### src/rtl/bb_pkg.sv
package bb_pkg;
  localparam int unsigned WORD_W = 32;
  localparam int unsigned SEL_W  = 5;

  typedef enum logic {ST_IDLE, ST_MODIFY} rmw_state_e;

  typedef logic [SEL_W-1:0] bitsel_t;
endpackage

### src/rtl/bb_decode.sv
module bb_decode #(
  parameter logic [31:0] ALIAS_BASE  = 32'h2200_0000,
  parameter int unsigned OFFSET_BITS = 20,
  parameter int unsigned MEM_AW      = 12
) (
  input  logic [31:0]          addr,
  output logic                 hit,
  output logic [MEM_AW-1:0]    waddr,
  output bb_pkg::bitsel_t      sel
);
  localparam int unsigned WIN_LSB = OFFSET_BITS + 5;

  logic [OFFSET_BITS-1:0] byte_off;
  logic                   unused_bits;

  always_comb begin
    byte_off = addr[WIN_LSB-1:5];
    hit      = (addr[31:WIN_LSB] == ALIAS_BASE[31:WIN_LSB]);
    waddr    = hit ? byte_off[MEM_AW+1:2] : addr[MEM_AW+1:2];
    sel      = {byte_off[1:0], addr[4:2]};
  end

  assign unused_bits = ^{addr[1:0], byte_off};
endmodule

### src/rtl/bb_rmw_seq.sv
module bb_rmw_seq #(
  parameter int unsigned MEM_AW = 12
) (
  input  logic                      clk,
  input  logic                      rst_n,
  input  logic                      start,
  input  logic [MEM_AW-1:0]         start_addr,
  input  bb_pkg::bitsel_t           start_sel,
  input  logic                      start_bit,
  input  logic [bb_pkg::WORD_W-1:0] rdata,
  output logic                      busy,
  output logic [MEM_AW-1:0]         wr_addr,
  output logic [bb_pkg::WORD_W-1:0] wr_data
);
  import bb_pkg::*;

  rmw_state_e          state_q;
  logic [MEM_AW-1:0]   addr_q;
  bitsel_t             sel_q;
  logic                bit_q;
  logic [WORD_W-1:0]   mask;

  always_ff @(posedge clk) begin
    if (!rst_n) begin
      state_q <= ST_IDLE;
      addr_q  <= '0;
      sel_q   <= '0;
      bit_q   <= 1'b0;
    end else begin
      case (state_q)
        ST_IDLE: if (start) begin
          state_q <= ST_MODIFY;
          addr_q  <= start_addr;
          sel_q   <= start_sel;
          bit_q   <= start_bit;
        end
        default: state_q <= ST_IDLE;
      endcase
    end
  end

  always_comb begin
    busy    = (state_q == ST_MODIFY);
    mask    = {{(WORD_W-1){1'b0}}, 1'b1} << sel_q;
    wr_addr = addr_q;
    wr_data = bit_q ? (rdata | mask) : (rdata & ~mask);
  end

  AST_START_ENTERS_RMW: assert property (@(posedge clk) disable iff (!rst_n)
    (start && !busy) |=> busy);
  AST_SINGLE_STALL: assert property (@(posedge clk) disable iff (!rst_n)
    busy |=> !busy);
endmodule

### src/rtl/bb_resp.sv
module bb_resp (
  input  logic                      clk,
  input  logic                      rst_n,
  input  logic                      rd_fire,
  input  logic                      rd_alias,
  input  bb_pkg::bitsel_t           rd_sel,
  input  logic [bb_pkg::WORD_W-1:0] mem_rdata,
  output logic                      rsp_valid,
  output logic [bb_pkg::WORD_W-1:0] rsp_rdata
);
  import bb_pkg::*;

  logic    alias_q;
  bitsel_t sel_q;

  always_ff @(posedge clk) begin
    if (!rst_n) begin
      rsp_valid <= 1'b0;
      alias_q   <= 1'b0;
      sel_q     <= '0;
    end else begin
      rsp_valid <= rd_fire;
      if (rd_fire) begin
        alias_q <= rd_alias;
        sel_q   <= rd_sel;
      end
    end
  end

  always_comb begin
    if (alias_q) rsp_rdata = {{(WORD_W-1){1'b0}}, mem_rdata[sel_q]};
    else         rsp_rdata = mem_rdata;
  end

  AST_RSP_ONE_CYCLE: assert property (@(posedge clk) disable iff (!rst_n)
    (rsp_valid && !rd_fire) |=> !rsp_valid);
endmodule

### src/rtl/bitband_unit.sv
module bitband_unit #(
  parameter logic [31:0] ALIAS_BASE  = 32'h2200_0000,
  parameter int unsigned OFFSET_BITS = 20,
  parameter int unsigned MEM_AW      = 12
) (
  input  logic              clk,
  input  logic              rst_n,
  input  logic              req_valid,
  output logic              req_ready,
  input  logic              req_write,
  input  logic [31:0]       req_addr,
  input  logic [31:0]       req_wdata,
  output logic              rsp_valid,
  output logic [31:0]       rsp_rdata,
  output logic              mem_en,
  output logic              mem_we,
  output logic [MEM_AW-1:0] mem_addr,
  output logic [31:0]       mem_wdata,
  input  logic [31:0]       mem_rdata
);
  import bb_pkg::*;

  logic              hit;
  logic [MEM_AW-1:0] dec_waddr;
  bitsel_t           dec_sel;
  logic              busy;
  logic [MEM_AW-1:0] rmw_addr;
  logic [WORD_W-1:0] rmw_data;
  logic              fire;
  logic              rmw_start;

  bb_decode #(.ALIAS_BASE(ALIAS_BASE), .OFFSET_BITS(OFFSET_BITS), .MEM_AW(MEM_AW)) u_dec (
    .addr(req_addr), .hit(hit), .waddr(dec_waddr), .sel(dec_sel)
  );

  assign req_ready = !busy;
  assign fire      = req_valid && req_ready;
  assign rmw_start = fire && req_write && hit;

  bb_rmw_seq #(.MEM_AW(MEM_AW)) u_rmw (
    .clk(clk), .rst_n(rst_n), .start(rmw_start), .start_addr(dec_waddr),
    .start_sel(dec_sel), .start_bit(req_wdata[0]), .rdata(mem_rdata),
    .busy(busy), .wr_addr(rmw_addr), .wr_data(rmw_data)
  );

  bb_resp u_rsp (
    .clk(clk), .rst_n(rst_n), .rd_fire(fire && !req_write), .rd_alias(hit),
    .rd_sel(dec_sel), .mem_rdata(mem_rdata), .rsp_valid(rsp_valid), .rsp_rdata(rsp_rdata)
  );

  always_comb begin
    mem_en    = fire || busy;
    mem_we    = busy || (fire && req_write && !hit);
    mem_addr  = busy ? rmw_addr : dec_waddr;
    mem_wdata = busy ? rmw_data : req_wdata;
  end

  AST_READ_RSP_NEXT: assert property (@(posedge clk) disable iff (!rst_n)
    $past(rst_n && fire && !req_write) |-> rsp_valid);
  AST_ALIAS_ZERO_EXT: assert property (@(posedge clk) disable iff (!rst_n)
    $past(rst_n && fire && !req_write && hit) |-> (rsp_rdata[31:1] == '0));
  AST_WRITE_NO_RSP: assert property (@(posedge clk) disable iff (!rst_n)
    $past(rst_n && fire && req_write) |-> !rsp_valid);
  AST_RMW_LOCKS_BUS: assert property (@(posedge clk) disable iff (!rst_n)
    $past(rst_n && rmw_start) |-> (!req_ready && mem_en && mem_we));
  AST_RMW_SAME_WORD: assert property (@(posedge clk) disable iff (!rst_n)
    $past(rst_n && rmw_start) |-> (mem_addr == $past(mem_addr)));
  AST_STALL_ONLY_AFTER_RMW: assert property (@(posedge clk) disable iff (!rst_n)
    (!req_ready && $past(rst_n)) |-> $past(rmw_start));
endmodule

### config.mk
export PLATFORM = sky130hd
export DESIGN_NAME = bitband_unit
export DESIGN_NICKNAME = d
export VERILOG_FILES = /design/src/rtl/bb_pkg.sv /design/src/rtl/bb_decode.sv /design/src/rtl/bb_rmw_seq.sv /design/src/rtl/bb_resp.sv /design/src/rtl/bitband_unit.sv
export SDC_FILE = /design/constraint.sdc
export NUM_CORES = 1
export LEC_CHECK = 0
export BUFFER_PORTS_ARGS = -buffer_cell sky130_fd_sc_hd__clkbuf_2
export CAP_MARGIN = 20
export CORE_UTILIZATION = 49
export CTS_CLUSTER_SIZE = 8
export DETAILED_ROUTE_END_ITERATION = 12
export HOLD_SLACK_MARGIN = 0.05
export PLACE_DENSITY = 0.95
export SLEW_MARGIN = 30
export SYNTH_ARGS = -nofsm -noshare
export SYNTH_HDL_FRONTEND = slang
export SYNTH_HIERARCHICAL = 1
export SYNTH_SLANG_ARGS = --single-unit
### constraint.sdc
create_clock -name clk -period 3.2 [get_ports clk]
set_input_delay 0 -clock clk [delete_from_list [all_inputs] [get_ports clk]]
set_output_delay 0 -clock clk [all_outputs]
set_load 0.03 [all_outputs]
# ---- Yosys cells after proc, flatten, opt, wreduce, memory -nomap -nowiden
# Cells that the tools add are included.
dict set report word_totals {
  register_bits 26
}
dict set report classes {
  mux 8
  eq_ne 1
  n_shift 1
  n_bitwise 5
  n_reduce_logical 12
  magnitude_cmp 1
}
# op n
set ops {}
lappend ops {{$mux W32} 3}
lappend ops {{$and A32 B32 Y32} 1}
lappend ops {{$not A32 Y32} 1}
lappend ops {{$or A32 B32 Y32} 1}
lappend ops {{$shl A1 B5 Y32 const A} 1}
lappend ops {{$mux W12} 2}
lappend ops {{$eq A7 B5 Y1 const B} 1}
lappend ops {{$lt A5 B6 Y1 const B} 1}
lappend ops {{$bmux W1 S5} 1}
lappend ops {{$logic_and A1 B1 Y1} 5}
lappend ops {{$logic_not A1 Y1} 3}
lappend ops {{$logic_or A1 B1 Y1} 2}
lappend ops {{$mux W1} 2}
lappend ops {{$not A1 Y1} 2}
lappend ops {{$reduce_and A2 Y1} 1}
lappend ops {{$reduce_or A2 Y1} 1}

# ---- Depth between registers and ports, before layout
dict set report depth {
  ltp_word 5
  depth_mapped 10
  depth_no_buf 7
}

# ---- Hierarchy
# The synthesis kept the hierarchy.
# mod cells_per_inst seq_area_each_um2 n_inst area_each_um2
set by_module_without_submodules {}
lappend by_module_without_submodules {bb_rmw_seq 167 380.4 1 1443.9}
lappend by_module_without_submodules {bb_resp 97 140.1 1 775.7}
lappend by_module_without_submodules {bitband_unit 55 0.0 1 681.9}
lappend by_module_without_submodules {bb_decode 22 0.0 1 259.0}

# ---- Worst setup path before layout
# OpenSTA, ideal clock, no wires.
dict set report synth_path {
  path_kind {register to register}
  startpoint {register u_rmw.state_q, in the netlist u_rmw/busy}
  endpoint {register u_rmw.sel_q[0]}
  path_slack_ns 1.541
  path_stages_with_launch 10
  t_arrival_ns 1.583
  setup_time_ns 0.076
  t_required_ns 3.124
  cell_sequence {dfxtp_1 -> buf_6 -> buf_6 -> inv_2 -> and4_1 -> nor2b_1 -> buf_2 -> buf_2 -> nand2_1 -> a21boi_0}
}
dict set report synth_between {
  elab_chain_len 5
  word_cells_on_any_way 6
}
# item line
set synth_lines {}
lappend synth_lines {{start: declaration} bb_rmw_seq.sv:17} ;# rmw_state_e state_q;
lappend synth_lines {{start signal: assignment} bb_rmw_seq.sv:25} ;# state_q <= ST_IDLE;
lappend synth_lines {{start signal: assignment} bb_rmw_seq.sv:32} ;# state_q <= ST_MODIFY;
lappend synth_lines {{start signal: assignment} bb_rmw_seq.sv:37} ;# default: state_q <= ST_IDLE;
lappend synth_lines {{$logic_not A1 Y1} bitband_unit.sv:36} ;# assign req_ready = !busy;
lappend synth_lines {{via req_ready} bitband_unit.sv:9} ;# output logic req_ready,
lappend synth_lines {{$logic_and A1 B1 Y1} bitband_unit.sv:37} ;# assign fire = req_valid && req_ready;
lappend synth_lines {{$logic_and A1 B1 Y1 (2 in a row)} bitband_unit.sv:38} ;# assign rmw_start = fire && req_write && hit;
lappend synth_lines {{via rmw_start} bitband_unit.sv:30} ;# logic rmw_start;
lappend synth_lines {{$reduce_and A2 Y1 (no source line)} -}
lappend synth_lines {{end signal: assignment} bb_rmw_seq.sv:34} ;# sel_q <= start_sel;
lappend synth_lines {{end: declaration} bb_rmw_seq.sv:19} ;# bitsel_t sel_q;
# The timed path passes the listed nets, and every way through them passes these cells.
# A chain may end at the register's enable or synchronous reset.

# ---- Final worst setup path
dict set report layout_path {
  startpoint {register u_rmw.sel_q[1]}
  endpoint {output mem_wdata[19]}
}
dict set report layout_between {
  elab_chain_len 5
  word_cells_on_any_way 6
}
# item line
set layout_lines {}
lappend layout_lines {{$shl A1 B5 Y32 (*)} bb_rmw_seq.sv:44} ;# mask = {{(WORD_W-1){1'b0}}, 1'b1} << sel_q;
lappend layout_lines {{$not A32 Y32} bb_rmw_seq.sv:46} ;# wr_data = bit_q ? (rdata | mask) : (rdata & ~mask);
lappend layout_lines {{$and A32 B32 Y32} bb_rmw_seq.sv:46}
lappend layout_lines {{$mux W32 (*)} bb_rmw_seq.sv:46}
lappend layout_lines {{via rmw_data[19]} bitband_unit.sv:28} ;# logic [WORD_W-1:0] rmw_data;
lappend layout_lines {{$mux W32 (*)} bitband_unit.sv:55} ;# mem_wdata = busy ? rmw_data : req_wdata;
lappend layout_lines {{end: declaration} bitband_unit.sv:18} ;# output logic [31:0] mem_wdata,
# Mark *: on every way through the listed nets, which the timed path passes. The rest lies on a longest branch.

==> impl.org <==
** Outcome
- The flow ran to the end, and the final reports show no timing, DRC or antenna violations.

** Setup path
- Path type of the worst setup path :: reg -> out
- At the worst endpoint, the arrival time is 2.26 ns.
- The worst register-to-register path has a setup slack of 1.37 ns.
- The endpoint identified for the worst register-to-register timing path is u_rmw/wr_addr[10]$_SDFFE_PN0P_.
- Nature of the critical path endpoint :: output pin
- Source of the critical timing path :: u_rmw/sel_q[1]$_SDFFE_PN0P_
- Worst EP required :: 3.20 ns
- Capturing element of the worst setup path :: mem_wdata[19]
- Cell depth of the worst flop-to-flop path :: 5
- The startpoint identified for the worst register-to-register timing path is u_rmw/busy$_SDFF_PP0_.
- In this run the worst path has a maximum fanout of 15.
- Type of origin of the critical path :: flip-flop

** Synth
- For this run, the leading register cell type out of synthesis is sky130_fd_sc_hd__dfxtp_1.
- Post-synthesis net count :: 441
- Number of synthesized register bits :: 26
- Synth Area in Simple Gates :: 0.2506
- For this run, the number of Yosys warnings is 6.
- Largest family of logic cells by synthesized area :: multiplexers
- Of all flip-flops after synthesis, the portion carrying an async set or reset was 0.
- Share of the synthesized netlist area taken by xor and xnor gates :: 0
- Distinct cells, synth :: 38
- Counting every instance in the synthesized netlist gives between 300 and 400.
- Post-synthesis share of cell area spent on full adders, half adders and majority gates :: 0
- For this run, the register share of the synthesized area comes to 0.1647.
- Post-synthesis compound-gate area fraction :: 0.07245
- Number of enable-type register cells in the synthesized netlist :: 0
- Of the post-synthesis cell area, the part taken by muxes is 0.4375.
- Netlist area before placement :: between 3000 and 4000 um^2
- Each instance of the synthesized netlist takes up on average between 9 and 10 um^2.

** Pwr
- Power share of the clock group :: 0.226
- Of the total power, registers draw 0.361.
- Internal power consumption :: roughly 0.0006 W
- Worst supply voltage drop on vdd :: 203.2 uV
- Static power due to leakage :: roughly 1.9 nW
- The share of total power dissipated in combinational logic is 0.413.
- For this design the ratio of total power to cell area is 229.6 nW/um^2.
- Of the total power, the share spent switching nets is 0.3441.
- For this design the total switching power over the nets is 0.0003199 W.

** STA
- Final Slew Violations :: 0
- Setup violations remaining at the end of the flow were counted as 0.
- The number of hold violations in the final report is 0.
- Final setup TNS :: 0 ns
- Final worst hold slack :: 0.1437 ns
- Derived from the worst setup path, the maximum achievable clock frequency is 0.4418 GHz.
- Max_slew headroom :: 0.5301
- Worst setup skew after layout :: 0.003391 ns
- Of the available clock period, the critical path in the final layout requires 0.7073.
- The worst path needs 2.263 ns of the cycle, external delays included.
- Setup repair after global routing left no endpoint under its margin.
- For the pin with the worst max-slew slack, the measured transition is 0.7048 ns.

** Floorplan
- Number of cell rows :: 28
- Width of the die :: 82.31 um
- Effective utilization at floorplan :: 0.5215
- From bottom edge to top edge, the die measures 82.31 um.
- The die covers 6775 um^2.
- Core Region :: 6061 um^2
- 180 I/O pins were placed.

** Clock network
- Clock tree from TritonCTS :: yes
- Clock tree synthesis inserted a total of 3 buffers.
- Clock-pin slew was measured on the worst setup and hold paths at roughly 0.09 ns.
- Clock net sink count :: 26
- In this run the number of H-tree levels came out at 1.
- Max Buffers Root-to-Sink :: 2
- Clock Tree Root :: sky130_fd_sc_hd__clkbuf_8
- Source-to-sink clock delay at the later pin of the worst-skew pair :: ~0.26 ns

** Worst hold path
- Kind of path behind the tightest hold check :: in -> reg

** Run
- Max-cap violations in this run came to 0.

** Global routing
- Vias in the first global route :: 2,771
- GR Util All Layers :: 0.2452
- Entering global routing, the biggest net connects 34 pins.
- The total overflow left after global routing is 0.
- The first global-routing pass estimated 12.84 mm of wire.
- The number of antenna violations at the first check in global routing is 0.

** Place
- Routability-driven placement congestion ratio :: 1.029
- The number of placed instances, taps included, is 563.
- DPL Wire Length :: 7.056 mm
- Number of buffers added on ports :: 171

** Final layout
- Antenna cell count :: 0
- Number of nets in the layout :: 599
- Synthesis-to-finish area growth :: 28.07%
- In the final layout, the share of cells above drive strength 1 is 0.5663.
- After the flow finishes, the layout carries non-filler instances totaling 573.

** Routing
- In the final routed layout, each cell accounts on average for 15.66 um.
- Post-detailed-routing wire length :: 8.974 mm
- Initial detailed-routing violation count :: between 100 and 150
- The first detailed-routing pass took 4 iterations.
- The routed layout has roughly 3.1k vias.
- After detailed routing, the number of vias per cell comes to ~5.5.
- In the routed design, unresolved DRC markers number 0.
- Antenna-violating nets left :: 0
## cells in the mapped netlist (all sizes together), types with 2 or more instances
library cell,number,area share
buf,23,0.063
clkbuf,7,0.0083
nand2b,3,0.0059
inv,3,0.0036
dfxtp,26,0.16
nor3b,4,0.020
a31oi,2,0.0040
a21oi,2,0.0032
nor3,5,0.011
and2b,2,0.0047
mux2,89,0.37
nand2,55,0.065
nand3b,3,0.0071
nor2b,41,0.081
a21boi,18,0.043
and2,2,0.0040
nand3,7,0.017
a211oi,2,0.0047
mux2i,20,0.063
nor2,16,0.019
## worst max-delay path, stage by stage (launching register included)
cell and delay [ns]:
sky130_fd_sc_hd__dfxtp_1 0.68, sky130_fd_sc_hd__nand2b_1 0.29, sky130_fd_sc_hd__nor2_1 0.22, sky130_fd_sc_hd__mux2_2 0.36, sky130_fd_sc_hd__mux2_4 0.26, sky130_fd_sc_hd__clkbuf_2 0.18
## timing repair
item,4_1_cts,5_1_grt
gates resized for setup,0,0
hold buffers,6,0
hold endpoints to repair,7,0
buffers inserted,0,0
## per-layer routing
layer / up-vias / wire (um) / track usage
met5: - / 0 / 0
met4: 0 / 145 / 0.08772
met3: 16 / 705 / 0.03187
met2: 175 / 4604 / 0.4661
met1: 1438 / 3519 / 0.2757
li1: 1502 / - / -
## logic make-up (layout without fill, tap and decap cells)
family                 after synthesis  after routing
AOI/OAI and AO/OA                   31             31
DFF                                 26             26
buffers and inverters               33            190
and+or+nand+nor                    142            142
muxes                              109            109
## how the worst min path moves through the flow
stage                      start  slack (ns)  depth (start not counted)                             to
floorplan                  rst_n        0.13                          1     u_rsp/rsp_valid$_SDFF_PN0_
global placement    req_wdata[0]        0.25                          3       u_rmw/bit_q$_SDFFE_PN0P_
detailed placement  req_wdata[0]        0.26                          3       u_rmw/bit_q$_SDFFE_PN0P_
CTS                 req_addr[14]        0.14                          4  u_rmw/wr_addr[7]$_SDFFE_PN0P_
global route        req_addr[14]        0.18                          4  u_rmw/wr_addr[7]$_SDFFE_PN0P_
finish              req_addr[14]        0.14                          4  u_rmw/wr_addr[7]$_SDFFE_PN0P_
## registers in the layout (all words and copies together) (netlist names)
register / count
u_rmw/bit_q: 1
u_rmw/busy: 1
u_rmw/sel_q: 5
u_rmw/wr_addr: 12
u_rsp/alias_q: 1
u_rsp/rsp_valid: 1
u_rsp/sel_q: 5
## layout by cell type, fill, tap and decap left out, types with 2 or more instances in the layout
cell / instances
sky130_fd_sc_hd__clkbuf_2: 171
sky130_fd_sc_hd__nand2_1: 55
sky130_fd_sc_hd__mux2_4: 48
sky130_fd_sc_hd__mux2_2: 41
sky130_fd_sc_hd__nor2b_1: 41
sky130_fd_sc_hd__dfxtp_1: 24
sky130_fd_sc_hd__mux2i_1: 20
sky130_fd_sc_hd__a21boi_0: 18
sky130_fd_sc_hd__nor2_1: 16
sky130_fd_sc_hd__dlygate4sd3_1: 6
sky130_fd_sc_hd__buf_4: 6
sky130_fd_sc_hd__clkbuf_8: 4
sky130_fd_sc_hd__nand3_2: 4
sky130_fd_sc_hd__nor3_1: 4
sky130_fd_sc_hd__nand3b_1: 3
sky130_fd_sc_hd__nand2b_1: 3
sky130_fd_sc_hd__nand3_1: 3
sky130_fd_sc_hd__nor3b_4: 3
sky130_fd_sc_hd__inv_1: 2
sky130_fd_sc_hd__and2b_1: 2
sky130_fd_sc_hd__and2_1: 2
sky130_fd_sc_hd__dfxtp_2: 2
sky130_fd_sc_hd__a211oi_1: 2
sky130_fd_sc_hd__a21oi_1: 2
sky130_fd_sc_hd__a31oi_1: 2
## final cells by class
cell class | instances | area [um^2]
flip-flops and latches | 26 | 523.0
inverters | 3 | 11.26
fillers | 463 | 2013
well taps | 75 | 93.84
clock buffers | 4 | 55.05
repair buffers | 183 | 960.9
multi-input cells | 282 | 2404
## power by group through the flow
stage | combinational [W] | sequential (W) | clock (W)
after CTS | 0.000384 | 0.000335 | 0.000217
after detailed placement | 0.000378 | 0.000342 | 0
after global placement | 0.000371 | 0.000342 | 0
final | 0.000384 | 0.000335 | 0.000210
after global routing | 0.000410 | 0.000336 | 0.000227
after floorplan | 0.000251 | 0.000339 | 0
## per-stage QoR
step / power (W) / setup WS [ns] / instance area, um^2 / util
after detailed placement: 0.0007200 / 1.277 / 3931 / 0.6486
after global routing: 0.0009723 / 0.8466 / 4048 / 0.6678
after global placement: 0.0007129 / 1.274 / 3931 / 0.6486
after CTS: 0.0009367 / 0.9637 / 4046 / 0.6676
final: 0.0009295 / 0.9367 / 4048 / 0.6678
after floorplan: 0.0005898 / 1.541 / 3161 / -
Note: power is estimated with default switching activity, not from simulation.
